**src/rtl/sc_fe_pkg.sv**
```systemverilog
`timescale 1ns/1ps
package sc_fe_pkg;
  localparam int BYTE_W = 8;
  localparam int BUS_W  = 32;
  localparam int NSRC   = 3;

  localparam logic [1:0] A_DATA = 2'd0;
  localparam logic [1:0] A_STAT = 2'd1;
  localparam logic [1:0] A_MODE = 2'd2;
  localparam logic [1:0] A_PEND = 2'd3;

  localparam int SRC_RXAV = 0;
  localparam int SRC_TXFR = 1;
  localparam int SRC_IDLE = 2;

  typedef struct packed {
    logic              frm_err;
    logic              par_err;
    logic [BYTE_W-1:0] data;
  } rx_entry_t;
endpackage

```
**src/rtl/sc_fifo.sv**
```systemverilog
`timescale 1ns/1ps
module sc_fifo #(
  parameter int WIDTH = 8,
  parameter int DEPTH = 4,
  localparam int AW = (DEPTH > 1) ? $clog2(DEPTH) : 1,
  localparam int CW = $clog2(DEPTH + 1)
) (
  input  logic             clk,
  input  logic             rst_n,
  input  logic             push,
  input  logic             pop,
  input  logic [WIDTH-1:0] din,
  output logic [WIDTH-1:0] head,
  output logic [WIDTH-1:0] after_head,
  output logic [CW-1:0]    cnt,
  output logic             full,
  output logic             empty
);
  logic [WIDTH-1:0] mem [DEPTH];
  logic [AW-1:0]    wr_q, wr_n, rd_q, rd_n;
  logic [CW-1:0]    cnt_q, cnt_n;
  logic             do_push, do_pop;

  assign empty   = (cnt_q == '0);
  assign full    = (cnt_q == CW'(DEPTH));
  assign do_pop  = pop && !empty;
  assign do_push = push && (!full || do_pop);

  always_comb begin
    wr_n  = wr_q;
    rd_n  = rd_q;
    cnt_n = cnt_q;
    if (do_push) wr_n = (wr_q == AW'(DEPTH - 1)) ? '0 : wr_q + 1'b1;
    if (do_pop)  rd_n = (rd_q == AW'(DEPTH - 1)) ? '0 : rd_q + 1'b1;
    if (do_push && !do_pop)      cnt_n = cnt_q + 1'b1;
    else if (do_pop && !do_push) cnt_n = cnt_q - 1'b1;
  end

  always_ff @(posedge clk or negedge rst_n) begin
    if (!rst_n) begin
      wr_q  <= '0;
      rd_q  <= '0;
      cnt_q <= '0;
    end else begin
      wr_q  <= wr_n;
      rd_q  <= rd_n;
      cnt_q <= cnt_n;
    end
  end

  always_ff @(posedge clk) begin
    if (do_push) mem[wr_q] <= din;
  end

  assign head       = mem[rd_q];
  assign after_head = mem[(rd_q == AW'(DEPTH - 1)) ? '0 : rd_q + 1'b1];
  assign cnt        = cnt_q;
endmodule

```
**src/rtl/sc_irq_src.sv**
```systemverilog
`timescale 1ns/1ps
module sc_irq_src (
  input  logic clk,
  input  logic rst_n,
  input  logic cond,
  input  logic level_mode,
  input  logic clr,
  output logic pend
);
  logic prev_q, sticky_q, sticky_n;

  always_comb begin
    sticky_n = sticky_q;
    if (clr)            sticky_n = 1'b0;
    if (cond && !prev_q) sticky_n = 1'b1;
  end

  always_ff @(posedge clk or negedge rst_n) begin
    if (!rst_n) begin
      prev_q   <= 1'b0;
      sticky_q <= 1'b0;
    end else begin
      prev_q   <= cond;
      sticky_q <= sticky_n;
    end
  end

  assign pend = level_mode ? cond : sticky_q;
endmodule

```
**src/rtl/sc_frontend.sv**
```systemverilog
`timescale 1ns/1ps
module sc_frontend
  import sc_fe_pkg::*;
#(
  parameter int DEPTH = 4,
  localparam int CW  = $clog2(DEPTH + 1),
  localparam int RXW = BYTE_W + 2
) (
  input  logic              clk,
  input  logic              rst_n,
  input  logic              wr_en,
  input  logic              rd_en,
  input  logic [1:0]        addr,
  input  logic [BUS_W-1:0]  wdata,
  output logic [BUS_W-1:0]  rdata,
  input  logic              uart_mode,
  output logic              tx_valid,
  output logic [BYTE_W-1:0] tx_data,
  input  logic              tx_ready,
  input  logic              ser_busy,
  input  logic              rx_valid,
  input  logic [BYTE_W-1:0] rx_data,
  input  logic              rx_par_err,
  input  logic              rx_frm_err,
  output logic [NSRC-1:0]   irq_pend,
  output logic              irq
);
  logic wr_data, rd_data, wr_mode, wr_pend;
  assign wr_data = wr_en && (addr == A_DATA);
  assign rd_data = rd_en && (addr == A_DATA);
  assign wr_mode = wr_en && (addr == A_MODE);
  assign wr_pend = wr_en && (addr == A_PEND);

  // transmit path
  logic [BYTE_W-1:0] tx_head, tx_after;
  logic [CW-1:0]     tx_cnt;
  logic              tx_full, tx_empty, tx_push, tx_pop;

  assign tx_push = wr_data && !tx_full;
  assign tx_pop  = tx_valid && tx_ready;

  sc_fifo #(.WIDTH(BYTE_W), .DEPTH(DEPTH)) u_txq (
    .clk(clk), .rst_n(rst_n), .push(tx_push), .pop(tx_pop),
    .din(wdata[BYTE_W-1:0]), .head(tx_head), .after_head(tx_after),
    .cnt(tx_cnt), .full(tx_full), .empty(tx_empty)
  );

  assign tx_valid = !tx_empty;
  assign tx_data  = tx_head;

  // receive path
  rx_entry_t rx_in, rx_head, rx_after;
  logic [CW-1:0] rx_cnt;
  logic          rx_full, rx_empty, rx_push, rx_pop, ovr_event;

  assign rx_in   = '{frm_err: rx_frm_err, par_err: rx_par_err, data: rx_data};
  assign rx_pop  = rd_data && !rx_empty;
  assign rx_push = rx_valid && (!rx_full || rx_pop);
  assign ovr_event = rx_valid && rx_full && !rx_pop;

  sc_fifo #(.WIDTH(RXW), .DEPTH(DEPTH)) u_rxq (
    .clk(clk), .rst_n(rst_n), .push(rx_push), .pop(rx_pop),
    .din(rx_in), .head(rx_head), .after_head(rx_after),
    .cnt(rx_cnt), .full(rx_full), .empty(rx_empty)
  );

  // status: per-byte errors and overrun
  logic par_q, par_n, frm_q, frm_n, ovr_q, ovr_n;

  always_comb begin
    par_n = par_q;
    frm_n = frm_q;
    if (uart_mode) begin
      if (rx_pop) begin
        if (rx_cnt > CW'(1)) begin
          par_n = rx_after.par_err;
          frm_n = rx_after.frm_err;
        end else if (rx_valid) begin
          par_n = rx_par_err;
          frm_n = rx_frm_err;
        end else begin
          par_n = 1'b0;
          frm_n = 1'b0;
        end
      end else if (rx_empty && rx_push) begin
        par_n = rx_par_err;
        frm_n = rx_frm_err;
      end
    end
  end

  always_comb begin
    ovr_n = ovr_q;
    if (rx_pop)    ovr_n = 1'b0;
    if (ovr_event) ovr_n = 1'b1;
  end

  always_ff @(posedge clk or negedge rst_n) begin
    if (!rst_n) begin
      par_q <= 1'b0;
      frm_q <= 1'b0;
      ovr_q <= 1'b0;
    end else begin
      par_q <= par_n;
      frm_q <= frm_n;
      ovr_q <= ovr_n;
    end
  end

  // interrupt mode and sources
  logic [NSRC-1:0] mode_q, mode_n, cond;

  always_comb begin
    mode_n = mode_q;
    if (wr_mode) mode_n = wdata[NSRC-1:0];
  end

  always_ff @(posedge clk or negedge rst_n) begin
    if (!rst_n) mode_q <= '0;
    else        mode_q <= mode_n;
  end

  assign cond[SRC_RXAV] = !rx_empty;
  assign cond[SRC_TXFR] = !tx_full;
  assign cond[SRC_IDLE] = tx_empty && !ser_busy;

  for (genvar i = 0; i < NSRC; i++) begin : g_src
    sc_irq_src u_src (
      .clk(clk), .rst_n(rst_n), .cond(cond[i]), .level_mode(mode_q[i]),
      .clr(wr_pend && wdata[i]), .pend(irq_pend[i])
    );
  end

  assign irq = |irq_pend;

  // read mux
  always_comb begin
    rdata = '0;
    unique case (addr)
      A_DATA: if (!rx_empty) rdata[BYTE_W-1:0] = rx_head.data;
      A_STAT: rdata[2:0] = {ovr_q, frm_q, par_q};
      A_MODE: rdata[NSRC-1:0] = mode_q;
      default: rdata[NSRC-1:0] = irq_pend;
    endcase
  end

  logic unused_bits;
  assign unused_bits = ^{wdata[BUS_W-1:BYTE_W], tx_after, tx_cnt};
endmodule

```
**config.mk**
```make
export PLATFORM = sky130hd
export DESIGN_NAME = sc_frontend
export DESIGN_NICKNAME = d
export VERILOG_FILES = /design/src/rtl/sc_fe_pkg.sv /design/src/rtl/sc_fifo.sv /design/src/rtl/sc_irq_src.sv /design/src/rtl/sc_frontend.sv
export SDC_FILE = /design/constraint.sdc
export NUM_CORES = 1
export LEC_CHECK = 0
export CAP_MARGIN = 10
export CORE_MARGIN = 3
export CORE_UTILIZATION = 45
export DETAILED_ROUTE_END_ITERATION = 16
export GPL_ROUTABILITY_DRIVEN = 0
export HOLD_SLACK_MARGIN = 0.06
export PLACE_DENSITY_LB_ADDON = 0.25
export REMOVE_ABC_BUFFERS = 1
export SLEW_MARGIN = 10
export SYNTH_ARGS = -nofsm -noshare
export SYNTH_HDL_FRONTEND = slang
export SYNTH_SLANG_ARGS = --single-unit
```
**constraint.sdc**
```tcl
create_clock -name clk -period 2.9 [get_ports clk]
set_input_delay 0.58 -clock clk [delete_from_list [all_inputs] [get_ports clk]]
set_output_delay 0.58 -clock clk [all_outputs]
set_load 0.01 [all_outputs]
```
==> metrics.yaml, run 1 <==
run_status:
  status: "completed"
global_routing:
  grt_max_degree: 27
  grt_pass1_vias: 2365
  track_usage: 0.143
  grt_overflow: 0
  antenna_found_initial: 0
  grt_first_pass_wirelength_microns: 12100
synth:
  syn-cell-area_sq_um: 4380
  syn_area_per_cell_sq_um: 15.8
  synth_ff_type: "edfxtp_1"
  yosysWarnings: 0
  yosysSeqAreaShare: 0.642
  synth-async-reset-ratio: 0.265
  synthCells: 277
  ys_ff_latch: 98
  synthDistinctLibCells: 42
  synth_edf_count: 72
power_and_ir_drop:
  ir_drop_mv: 0.433
  pwr-share-comb: 0.342
  p_sw_frac: 0.317
  p_sw_mw: 1.40
  power.density_nw_per_um2: 840
  p_clk_frac: 0.184
  power.leakage_nw: 2.01
  seq_power_share: 0.473
  intPower_mw: 3.01
finish:
  antenna_cells: 0
  nets: 413
  area_growth_pct: 19.9
  drive_above_1_share: 0.198
  fin_util: 0.563
  num-fill-cells: 743
min_path:
  hp-class: "register to register"
  holdPathEnd: "g_src[2].u_src.sticky_q"
  worstHoldStart: "g_src[2].u_src.prev_q"
  min_path_cells: 1
cts:
  cts_tree: "yes"
  htreeDepth: 3
  clk_pin_slew_ns: 0.10
  clock_sinks: 98
  cts_buffers: 9
  clk_latency_ns: 0.36
  cts.path.max_buffers: 2
  cts_root_buf: "clkbuf_8"
detailed_routing:
  post_drt_via_cell_ratio: 4.90
  drc: 0
  drt_wl_total_microns: 7520
  wl_per_cell_microns: 15.7
  via_count: 2341
  antenna_left: 0
  drtIter0Drc: 93
  dr.pass1.iters: 4
place:
  pre_cts_ws_ns: -0.0534
  place_hpwl_microns: 5530
  io_buffers: 48
die:
  die_height_microns: 105
  pin_count: 97
  die_x_microns: 105
  rows: 35
  die_area_sq_um: 11000
  core-area_sq_um: 9330
  initial_core_util: 0.469
setup_path:
  critPathArrivalTime_ns: 2.16
  required_ns: 2.32
  r2r-end: "u_rxq.cnt[2]"
  timing.rr.start: "u_rxq.cnt[1]"
  reg2regPathDepth: 12
  crit_path_start_kind: "register"
  endpoint_kind: "primary output"
  crit_type: "register to primary output"
  crit_path_max_fanout: 4
  r2r_slack_ns: 0.48
timing:
  fin_setup_tns_ns: 0
  layout_setup_ws_ns: 0.155
  tightest_slew_ns: 0.545
  slew_headroom: 0.637
  hold_viol: 0
  worst_clock_skew_ns: 0.0125
  finalSetupViolCount: 0
  drv_slew: 0
  timing.final.crit_share: 0.946
  grt_setup_unrepaired: "no"
  max_freq_ghz: 0.364
  period_needed_ns: 2.74
run:
  drv_cap: 0
## metal layers
layer | track usage | share of wire
met5 | 0 | 0
met1 | 0.177 | 0.43
met2 | 0.244 | 0.51
met4 | 0.0478 | 0.012
met3 | 0.0383 | 0.049
## worst max-delay path by stage
| stage | start | endpoint | slack, ns |
|---|---|---|---|
| final | u_rxq.cnt[1] | irq | 0.16 |
| after global routing | u_txq.cnt[1] | irq | 0.02 |
| after global placement | addr[0] | rdata[1] | -0.07 |
| after detailed placement | addr[0] | rdata[1] | -0.05 |
| after floorplan | u_rxq.cnt[0] | u_rxq.cnt[2] | 0.66 |
| after CTS | u_rxq.cnt[1] | irq | 0.05 |
## power by group through the flow
stage	clock, mW	sequential [mW]	combinational (mW)
after floorplan	0	2.06	0.929
after global placement	0	2.11	1.51
after detailed placement	0	2.12	1.54
after CTS	0.839	2.10	1.53
after global routing	0.893	2.14	1.67
final	0.813	2.09	1.51
## timing repair
action / CTS / global route
setup buffers: 0 / 1
pin swaps: 0 / 0
hold buffers: 0 / 0
setup endpoints to repair: 9 / 1
resized for setup: 11 / 1
## final cells by class
cell class | instances | area, sq um | area share
clock buffers | 9 | 124 | 0.0236
repair buffers | 68 | 671 | 0.128
clock inverters | 7 | 60.1 | 0.0114
multi-input cells | 153 | 1370 | 0.260
well taps | 129 | 161 | 0.0307
inverters | 14 | 52.6 | 0.0100
flip-flops and latches | 98 | 2810 | 0.536
## stage by stage
step,total power [mW],hold WS (ns),area (sq um),cells
finish,4.41,0.419,5250,478
floorplan,2.99,0.284,4220,265
global placement,3.62,0.414,5060,461
global route,4.70,0.448,5250,478
CTS,4.47,0.425,5240,477
detailed placement,3.66,0.414,5060,461
## state kept, by name (all words and copies together), names as in the netlist
name / cells
par_q: 1
g_src.u_src.sticky_q: 3
u_rxq.cnt: 3
u_txq.cnt: 3
u_txq.rd_q: 2
g_src.u_src.prev_q: 3
u_rxq.wr_q: 2
u_rxq.mem: 40
u_txq.wr_q: 2
frm_q: 1
u_txq.mem: 32
mode_q: 3
u_rxq.rd_q: 2
ovr_q: 1
## worst max-delay path, stage by stage, from the launching register on
cell             delay [ns]
dfrtp_1                0.43
inv_1                  0.11
ha_2                   0.23
nor2b_4                0.21
nand2_1                0.08
o21ai_2                0.12
nand3_1                0.13
clkdlybuf4s50_1        0.50
## cell families (layout without fill, tap and decap cells)
kind of cell,after synthesis,count (layout),share of synthesized area
multiplexers,33,33,0.131
buffers and inverters,49,98,0.0677
other,1,24,0.000856
XOR/XNOR,6,6,0.0120
AO/OA/AOI/OAI,23,23,0.0371
adder cells (fa/ha/maj),17,17,0.0503
flip-flops,98,98,0.642
AND/OR/NAND/NOR,50,50,0.0591
## Yosys cell counts (6+ instances only)
| master | count | area (sq um) |
|---|---|---|
| nand2_1 | 11 | 41.3 |
| a21oi_1 | 6 | 30.0 |
| mux2_1 | 10 | 113 |
| buf_4 | 27 | 203 |
| inv_1 | 11 | 41.3 |
| ha_1 | 16 | 200 |
| dfrtp_1 | 26 | 651 |
| and2_1 | 8 | 50.1 |
| nor2_1 | 13 | 48.8 |
| and3_1 | 8 | 50.1 |
| mux4_2 | 18 | 405 |
| edfxtp_1 | 72 | 2160 |
## layout by cell type (no fill, tap or decap), types with 2 or more instances in the layout
| cell type | n |
|---|---|
| edfxtp_1 | 72 |
| clkdlybuf4s50_1 | 40 |
| dfrtp_1 | 25 |
| conb_1 | 24 |
| mux4_2 | 18 |
| buf_4 | 16 |
| ha_1 | 15 |
| nor2_1 | 13 |
| inv_1 | 11 |
| nand2_1 | 11 |
| mux2_1 | 10 |
| clkbuf_8 | 9 |
| and3_1 | 8 |
| and2_1 | 8 |
| dlygate4sd2_1 | 8 |
| a21oi_1 | 6 |
| a31oi_1 | 4 |
| xor2_1 | 4 |
| buf_12 | 4 |
| inv_2 | 3 |
| o21ai_1 | 3 |
| mux2_2 | 3 |
| clkinvlp_4 | 3 |
| mux2i_1 | 2 |
| a32o_1 | 2 |
| xnor2_1 | 2 |
| inv_6 | 2 |
Power figures use the tool's default switching activity.
==> run 2, diff against run 1 <==
--- a/config.mk
+++ b/config.mk
@@ -6,6 +6,7 @@
 export NUM_CORES = 1
 export LEC_CHECK = 0
 export CAP_MARGIN = 10
+export CORE_ASPECT_RATIO = 0.7
 export CORE_MARGIN = 3
 export CORE_UTILIZATION = 45
 export DETAILED_ROUTE_END_ITERATION = 16
==> run 2 against run 1 <==
Effect of this change:
- non-clock buffer count grew 4
- highest routed layer unchanged
- combinational power up 3%
- via count decreased by 0.26%
- total power rose by 8.2%
- sequential cell count unchanged
- largest cell class unchanged
- hold slack better by 0.0074 ns
- die area is 0.17% higher
- setup slack got worse by 0.012 ns
- first-iteration DRC count grew 60%
- clock skew decreased by 0.0089 ns
==> metrics.yaml, run 2 (same netlist as run 1, synthesis figures left out) <==
timing:
  slew_headroom: 0.640  # +0.00332
  tightest_slew_ns: 0.540  # -0.00498 ns
  finalSetupViolCount: 0  # unchanged
  period_needed_ns: 2.76  # +0.0115 ns
  grt_setup_unrepaired: "no"
  drv_slew: 0  # unchanged
  max_freq_ghz: 0.363  # -0.42%
  timing.final.crit_share: 0.950  # +0.00397
  layout_setup_ws_ns: 0.144  # -0.0115 ns
  worst_clock_skew_ns: 0.00358  # -0.00892 ns
  hold_viol: 0  # unchanged
finish:
  regMostFlops: "u_rxq.mem"
  nets: 417  # +0.97%
  regArea_sq_um: 2810  # unchanged
  mostFrequentLayoutCells: "edfxtp_1, clkdlybuf4s50_1, dfrtp_1"
  top_regs: "u_rxq.mem: 40 flops, u_txq.mem: 32 flops"
  num-fill-cells: 711  # -4.3%
  final_common_cell: "edfxtp_1"
  largest_reg_flops: 40  # unchanged
  antenna_cells: 0  # unchanged
  area_growth_pct: 23.3
  drive_above_1_share: 0.204  # +0.00626
  multiInputGateArea_sq_um: 1360  # -0.37%
power_and_ir_drop:
  power.density_nw_per_um2: 884  # +5.2%
  power.leakage_nw: 2.07  # +2.9%
  ir_drop_mv: 0.535  # +23%
  total_power_mw: 4.77  # +8.2%
global_routing:
  track_usage: 0.150  # +0.00703
  gr-usage-met2: 0.244  # -0.000718
  gr-usage-met1: 0.199  # +0.0217
  grt_max_degree: 27  # unchanged
  grt_overflow: 0  # unchanged
  antenna_found_initial: 0  # unchanged
  grt_pass1_vias: 2429  # +2.7%
  grt_util_met3: 0.0422  # +0.00388
  grt.busiest_layer: "met2"
  grt_first_pass_wirelength_microns: 12100  # +0.46%
cts:
  htreeDepth: 3  # unchanged
  cts_tree: "yes"
  clock_sinks: 98  # unchanged
  cts_root_buf: "clkbuf_16"
  clk_pin_slew_ns: 0.07  # -0.03 ns
  cts_hold_buf: 0  # unchanged
  clk_latency_ns: 0.34  # -0.02 ns
  cts.path.max_buffers: 2  # unchanged
  cts_buffers: 9  # unchanged
detailed_routing:
  drt_wl_total_microns: 7590  # +1.0%
  dr.pass1.iters: 4  # unchanged
  antenna_left: 0  # unchanged
  drc: 0  # unchanged
  via_count: 2335  # -0.26%
  post_drt_via_cell_ratio: 4.90  # about the same
  wl_per_cell_microns: 15.9  # +1.2%
  drtIter0Drc: 149  # +60%
place:
  pre_cts_ws_ns: 0.0278  # +0.0812 ns
  io_buffers: 48  # unchanged
  place_hpwl_microns: 5550  # +0.35%
setup_path:
  path_buf_inv: 4  # +2
  slowest_delay_ns: 0.53  # +0.03 ns
  crit_path_start_kind: "primary input"
  crit_path_max_fanout: 9  # +5
  critPathTopFamily: "buffers and inverters"
  critPathArrivalTime_ns: 2.18  # +0.02 ns
  endpoint_kind: "primary output"
  crit_type: "primary input to primary output"
  slowest_stage: "clkdlybuf4s50_1"
  required_ns: 2.32  # about the same
  crit_chain: "clkdlybuf4s50_1, buf_4, nor2_2, buf_4, and3_1, clkdlybuf4s50_1"
run_status:
  status: "completed"
run:
  drv_cap: 0  # unchanged
die:
  die_area_sq_um: 11000  # +0.17%
  pin_count: 97  # unchanged
  rows: 29  # -17%
  initial_core_util: 0.473  # +0.00381
  die_height_microns: 88.5  # -15%
  core-area_sq_um: 9250  # -0.80%
  die_x_microns: 124  # +18%
min_path:
  hp-class: "register to register"
==> run 2: power breakdown <==
| group | switching (mW) | internal (mW) |
|---|---|---|
| Combinational | 0.661 | 0.890 |
| Clock | 0.521 | 0.598 |
| Sequential | 0.281 | 1.82 |
==> run 2: metal layers <==
| metal | share of wire | wire length [microns] |
|---|---|---|
| met2 | 0.47 | 3570 |
| met3 | 0.063 | 475 |
| met5 | 0 | 0 |
| met4 | 0.011 | 82 |
| met1 | 0.46 | 3460 |
==> run 2: final cells by class <==
type	instances	area share
multi-input combinational	153	0.252
clock buffer	9	0.0417
timing repair buffer	72	0.136
sequential	98	0.521
tap	124	0.0287
inverter	14	0.00973
clock inverter	7	0.0111
==> run 2: final timing paths <==
check / startpoint / to / slack, ns / depth (start not counted)
worst max-delay path: addr[1] / rdata[7] / 0.14 / 6
worst min-delay path: g_src[1].u_src.prev_q / g_src[1].u_src.sticky_q / 0.43 / 1
worst max register to register: u_rxq.cnt[1] / u_rxq.cnt[2] / 0.54 / 12
worst min register to register: g_src[1].u_src.prev_q / g_src[1].u_src.sticky_q / 0.43 / 1
max in group asynchronous: rst_n / u_rxq.rd_q[0] / 2.01 / 2
min in group asynchronous: rst_n / u_txq.rd_q[0] / 0.61 / 2
==> run 2: worst reg2reg max path, delay by kind of cell, from the launching register on <==
kind / cells / cell delay (ns)
adder cells (fa/ha/maj): 2 / 0.44
buffers and inverters: 4 / 0.43
AND/OR/NAND/NOR: 3 / 0.42
flip-flops: 1 / 0.39
AO/OA/AOI/OAI: 1 / 0.23
multiplexers: 1 / 0.19
XOR/XNOR: 1 / 0.13
==> run 2: stage by stage <==
step	setup TNS, ns	hold WS [ns]	utilization	instances	instance area (sq um)
2_1_floorplan	0	0.284	-	265	4220
3_3_place_gp	-0.00876	0.411	0.552	460	5100
3_5_place_dp	0	0.419	0.552	460	5100
4_1_cts	0	0.426	0.583	477	5400
5_1_grt	0	0.455	0.584	477	5400
6_report	0	0.426	0.584	477	5400
==> run 2: what timing repair did <==
action,in CTS,in global routing
buffers inserted,1,0
endpoints found under the setup margin,9,6
gates resized for setup,4,2
